## src/rtl/uart_rxerr_pkg.sv

```systemverilog
package uart_rxerr_pkg;
    localparam int NFLAG = 6;
    localparam int F_DR  = 0;
    localparam int F_FRM = 1;
    localparam int F_PAR = 2;
    localparam int F_BRK = 3;
    localparam int F_ERR = 4;
    localparam int F_OVR = 5;
    localparam int NCTRL = 3;

    typedef struct packed {
        logic reie;
        logic rie;
        logic en;
    } ctrl_t;

    typedef struct packed {
        logic flag;
        logic armed;
    } cell_t;

    typedef struct packed {
        logic eri;
        logic bri;
    } irq_t;
endpackage

```

## src/rtl/rxerr_flag_bank.sv

```systemverilog
module rxerr_flag_bank #(
    parameter int NF = 6
) (
    input  logic          clk,
    input  logic          rst_n,
    input  logic [NF-1:0] set_i,
    input  logic          rd_i,
    input  logic          wr_i,
    input  logic [NF-1:0] wdata_i,
    output logic [NF-1:0] flags_o
);
    import uart_rxerr_pkg::*;

    for (genvar g = 0; g < NF; g++) begin : g_cell
        cell_t c_d, c_q;
        logic  clr;

        always_comb begin
            c_d     = c_q;
            clr     = wr_i & ~wdata_i[g] & c_q.armed & c_q.flag;
            c_d.flag  = set_i[g] | (c_q.flag & ~clr);
            // a read seeing the flag at 1 arms the clearing write
            c_d.armed = c_d.flag & ~clr & (c_q.armed | (rd_i & c_q.flag));
        end

        always_ff @(posedge clk or negedge rst_n) begin
            if (!rst_n) c_q <= '0;
            else        c_q <= c_d;
        end

        assign flags_o[g] = c_q.flag;
    end
endmodule

```

## src/rtl/rxerr_ctrl_reg.sv

```systemverilog
module rxerr_ctrl_reg
    import uart_rxerr_pkg::*;
(
    input  logic             clk,
    input  logic             rst_n,
    input  logic             wr_i,
    input  logic [NCTRL-1:0] wdata_i,
    output ctrl_t            ctrl_o
);
    ctrl_t ctrl_d, ctrl_q;

    always_comb begin
        ctrl_d = ctrl_q;
        if (wr_i) ctrl_d = ctrl_t'(wdata_i);
    end

    always_ff @(posedge clk or negedge rst_n) begin
        if (!rst_n) ctrl_q <= '0;
        else        ctrl_q <= ctrl_d;
    end

    assign ctrl_o = ctrl_q;
endmodule

```

## src/rtl/rxerr_irq_gen.sv

```systemverilog
module rxerr_irq_gen
    import uart_rxerr_pkg::*;
(
    input  logic clk,
    input  logic rst_n,
    input  logic err_src_i,
    input  logic brk_src_i,
    input  logic rie_i,
    input  logic reie_i,
    output logic eri_o,
    output logic bri_o
);
    irq_t irq_d, irq_q;
    logic gate;

    always_comb begin
        gate      = rie_i | reie_i;
        irq_d.eri = err_src_i & gate;
        irq_d.bri = brk_src_i & gate;
    end

    always_ff @(posedge clk or negedge rst_n) begin
        if (!rst_n) irq_q <= '0;
        else        irq_q <= irq_d;
    end

    assign eri_o = irq_q.eri;
    assign bri_o = irq_q.bri;
endmodule

```

## src/rtl/uart_rxerr_irq.sv

```systemverilog
module uart_rxerr_irq
    import uart_rxerr_pkg::*;
#(
    parameter int DATA_W = 8
) (
    input  logic              clk,
    input  logic              rst_n,
    input  logic              rx_byte_i,
    input  logic              fifo_full_i,
    input  logic              frame_err_i,
    input  logic              parity_err_i,
    input  logic              break_i,
    input  logic              start_det_i,
    input  logic              sync_edge_i,
    input  logic              sync_mode_i,
    input  logic              reg_sel_i,
    input  logic              reg_rd_i,
    input  logic              reg_wr_i,
    input  logic [DATA_W-1:0] reg_wdata_i,
    output logic [DATA_W-1:0] reg_rdata_o,
    output logic [NFLAG-1:0]  flags_o,
    output logic              rx_start_o,
    output logic              err_irq_o,
    output logic              brk_irq_o
);
    logic [NFLAG-1:0] set_vec;
    logic [NFLAG-1:0] flags;
    ctrl_t            ctrl;
    logic             stat_wr, stat_rd, ctrl_wr;
    logic             en_w, rie_w, reie_w;
    logic             unused_wbits;

    assign unused_wbits = ^reg_wdata_i[DATA_W-1:NFLAG];

    always_comb begin
        stat_wr = reg_wr_i & ~reg_sel_i;
        stat_rd = reg_rd_i & ~reg_sel_i;
        ctrl_wr = reg_wr_i &  reg_sel_i;
        set_vec        = '0;
        set_vec[F_DR]  = rx_byte_i & ~fifo_full_i;
        set_vec[F_OVR] = rx_byte_i &  fifo_full_i;
        set_vec[F_FRM] = frame_err_i;
        set_vec[F_PAR] = parity_err_i;
        set_vec[F_ERR] = frame_err_i | parity_err_i;
        set_vec[F_BRK] = break_i;
    end

    rxerr_flag_bank #(.NF(NFLAG)) u_flags (
        .clk     (clk),
        .rst_n   (rst_n),
        .set_i   (set_vec),
        .rd_i    (stat_rd),
        .wr_i    (stat_wr),
        .wdata_i (reg_wdata_i[NFLAG-1:0]),
        .flags_o (flags)
    );

    rxerr_ctrl_reg u_ctrl (
        .clk     (clk),
        .rst_n   (rst_n),
        .wr_i    (ctrl_wr),
        .wdata_i (reg_wdata_i[NCTRL-1:0]),
        .ctrl_o  (ctrl)
    );

    assign en_w   = ctrl.en;
    assign rie_w  = ctrl.rie;
    assign reie_w = ctrl.reie;

    rxerr_irq_gen u_irq (
        .clk       (clk),
        .rst_n     (rst_n),
        .err_src_i (flags[F_ERR] | flags[F_OVR]),
        .brk_src_i (flags[F_BRK]),
        .rie_i     (rie_w),
        .reie_i    (reie_w),
        .eri_o     (err_irq_o),
        .bri_o     (brk_irq_o)
    );

    always_comb begin
        reg_rdata_o = '0;
        if (reg_sel_i) reg_rdata_o[NCTRL-1:0] = ctrl;
        else           reg_rdata_o[NFLAG-1:0] = flags;
        rx_start_o = en_w & (sync_mode_i ? sync_edge_i : start_det_i);
    end

    assign flags_o = flags;
endmodule

```

## config.mk

```make
export PLATFORM = sky130hd
export DESIGN_NAME = uart_rxerr_irq
export DESIGN_NICKNAME = d
export VERILOG_FILES = /design/src/rtl/uart_rxerr_pkg.sv /design/src/rtl/rxerr_flag_bank.sv /design/src/rtl/rxerr_ctrl_reg.sv /design/src/rtl/rxerr_irq_gen.sv /design/src/rtl/uart_rxerr_irq.sv
export SDC_FILE = /design/constraint.sdc
export NUM_CORES = 1
export LEC_CHECK = 0
export BUFFER_PORTS_ARGS = -buffer_cell sky130_fd_sc_hd__buf_2
export CAP_MARGIN = 20
export CELL_PAD_IN_SITES_DETAIL_PLACEMENT = 1
export CELL_PAD_IN_SITES_GLOBAL_PLACEMENT = 1
export CORE_MARGIN = 1
export CORE_UTILIZATION = 37
export CTS_CLUSTER_DIAMETER = 150
export CTS_CLUSTER_SIZE = 24
export DETAILED_ROUTE_END_ITERATION = 10
export PLACE_DENSITY_LB_ADDON = 0.1
export SETUP_SLACK_MARGIN = 0.15
export SYNTH_ARGS = -nofsm -noshare
export SYNTH_HDL_FRONTEND = slang
export SYNTH_SLANG_ARGS = --single-unit
```

## constraint.sdc

```tcl
create_clock -name clk -period 1.95 [get_ports clk]
set_input_delay 0.2925 -clock clk [delete_from_list [all_inputs] [get_ports clk]]
set_output_delay 0.2925 -clock clk [all_outputs]
set_load 0.01 [all_outputs]
```

==> impl_metrics.json <==
{
  "seqCellArea_um2": 425,
  "place_hpwl_mm": 1.44,
  "first_pass_iters": 4,
  "grt_overflow": 0,
  "grt_pass1_wl_mm": 3.25,
  "crit_family": "flip-flops",
  "dieWidth_um": 51.0,
  "seq_power_share": 0.541,
  "layout_commonest_cell": "buf_2",
  "routed_wl_mm": 1.95,
  "viasPerCell": 5.20,
  "slew_violations": 0,
  "clkTransAtPathRegs_ns": 0.11,
  "clk_latency_ns": 0.29,
  "tns_ns": 0,
  "p_sw_uw": 280,
  "cp.arrival_ns": 1.17,
  "synthArstFlopShare": 1.00,
  "io_pins": 38,
  "outcome": "complete, no violations",
  "crit_path_cell_trace": "mux2_1 > buf_2",
  "ys_seq_area_frac": 0.480,
  "intPower_uw": 617,
  "setup-violations-final": 0,
  "total_power_uw": 897,
  "leakagePower_uw": 0.000467,
  "cts_resized": 0,
  "combPwrFrac": 0.245,
  "yosysWarnings": 0,
  "fp-row-count": 17,
  "power.density_nw_per_um2": 848,
  "dr_total_vias": 692,
  "p_clk_frac": 0.214,
  "cts.htree.levels": 1,
  "period_share": 0.748,
  "cts_root_buf": "clkbuf_4",
  "worst-path-buf-inv": 1,
  "hold_ws_ns": 0.199,
  "initialDrtViolationCount": 13,
  "die_area_um2": 2600,
  "synth_edf_count": 0,
  "final_nets": 127,
  "slowest_stage": "dfrtp_1",
  "grt_pass1_vias": 660,
  "core_um2": 2230,
  "period_minus_slack_ns": 1.46,
  "max_cap_violations": 0,
  "synth.avg_cell_area_um2": 11.8,
  "netlist_area_um2": 887,
  "crit_path_start_kind": "register",
  "worst_path_largest_cell_delay_ns": 0.43,
  "fmax_mhz": 685,
  "dpl.cell_count": 128,
  "rsz0062_at_grt": "false",
  "ys_ff_latch": 17,
  "critPathCaptureType": "primary output",
  "yosysTopAreaCellShare": 0.480,
  "routedWlPerCell_um": 14.7,
  "clock_path_buffers": 2,
  "crit_type": "reg -> out",
  "yosys.area.top_type": "dfrtp_1",
  "cp_max_fo": 4,
  "hold_viol": 0,
  "place_congestion": 0.657,
  "numCtsBuffers": 3,
  "dieHeight_um": 51.0,
  "holdCritPathClass": "in -> reg",
  "antenna_found_initial": 0,
  "peakVddDrop_uv": 487,
  "switching_share": 0.312,
  "utilization": 0.473,
  "synthTopCellsByArea": "dfrtp_1 (48%), nand4bb_1 (8.9%), buf_4 (6.8%), mux2_4 (5.1%), o211ai_1 (5.1%)",
  "antenna_left": 0,
  "synth_top_flop_cell": "dfrtp_1",
  "antenna_cells": 0,
  "cts_tree": "built",
  "fillers": 266,
  "multiInputGateArea_um2": 390,
  "synth_cells": 75,
  "drive_gt1_frac": 0.419,
  "worstPathRequired_ns": 1.66,
  "final_cell_mix": "buf_2 (33), dfrtp_1 (17), nand4bb_1 (7)",
  "ys_types": 23,
  "cts.sinks": 17,
  "fin_worst_skew_ns": 0.0101,
  "port_buffers": 33,
  "layout.cells.non_filler": 133,
  "grt_max_degree": 18,
  "start_util": 0.397,
  "grt.total_usage": 0.173,
  "drcViolationCount": 0,
  "syn_to_final_growth_pct": 19.2
}
-- metal layers --
| layer | share of wire | vias up | track usage |
|---|---|---|---|
| li1 | - | 329 | - |
| met1 | 0.49 | 335 | 0.235 |
| met2 | 0.45 | 24 | 0.265 |
| met3 | 0.045 | 4 | 0.0298 |
| met4 | 0.015 | 0 | 0.0833 |
| met5 | 0 | - | 0 |
-- what timing repair did --
action | in CTS | in global routing
hold buffers | 1 | 0
endpoints found under the hold margin | 17 | 0
setup buffers | 0 | 0
-- power by group through the flow --
stage	combinational, µW	clock, µW	sequential, µW
final	220	192	485
after floorplan	156	0	478
after CTS	223	198	485
after detailed placement	221	0	491
after global placement	214	0	484
after global routing	246	218	496
-- cell type report --
type,instances,area share
timing repair buffer,34,0.166
tap,28,0.0331
clock inverter,1,0.00473
sequential,17,0.402
clock buffer,3,0.0213
multi-input combinational,49,0.369
inverter,1,0.00355
-- through the flow --
stage	area [µm²]	worst slack, ns
after detailed placement	1020	0.573
after global routing	1060	0.414
final	1060	0.491
after floorplan	891	0.888
after CTS	1060	0.474
after global placement	1020	0.567
-- cell usage after synthesis, types with 2 or more instances --
library cell / number
mux2_2: 2
a21o_1: 4
mux2_4: 3
dfrtp_1: 17
o21ai_1: 6
o211ai_1: 6
nand2_1: 5
buf_4: 8
nor2b_1: 4
nand4bb_1: 7
-- logic make-up (layout without fill, tap and decap cells) --
family / after synthesis / count (layout) / synth area share
flip-flops: 17 / 17 / 0.480
buffers and inverters: 10 / 39 / 0.0846
other: 1 / 2 / 0.00423
multiplexers: 7 / 7 / 0.100
AND/OR/NAND/NOR: 20 / 20 / 0.175
AO/OA/AOI/OAI: 20 / 20 / 0.157
-- flip-flops by register name, summed over array words and instances, names as in the netlist --
signal	cells
u_irq.bri_o	1
u_ctrl.ctrl_o	3
u_flags.g_cell.c_q	6
u_flags.flags_o	6
u_irq.eri_o	1
-- worst register-to-register path, cell delays in order, from the launching register on --
cell	delay [ns]
dfrtp_1	0.38
nand4bb_1	0.13
a211o_1	0.31
-- worst paths after layout --
kind,startpoint,to,slack [ns],cells after the start
max,u_ctrl.ctrl_o[1]$_DFFE_PN0P_,reg_rdata_o[1],0.49,2
min,break_i,u_flags.flags_o[3]$_DFF_PN0_,0.20,2
max reg2reg,u_flags.g_cell[4].c_q[0]$_DFF_PN0_,u_flags.flags_o[4]$_DFF_PN0_,1.03,2
min reg2reg,u_flags.g_cell[0].c_q[0]$_DFF_PN0_,u_flags.g_cell[0].c_q[0]$_DFF_PN0_,0.50,1
max in group asynchronous,rst_n,u_flags.g_cell[5].c_q[0]$_DFF_PN0_,1.22,2
min in group asynchronous,rst_n,u_flags.flags_o[3]$_DFF_PN0_,0.44,2
(Power assumes the default switching activity.)
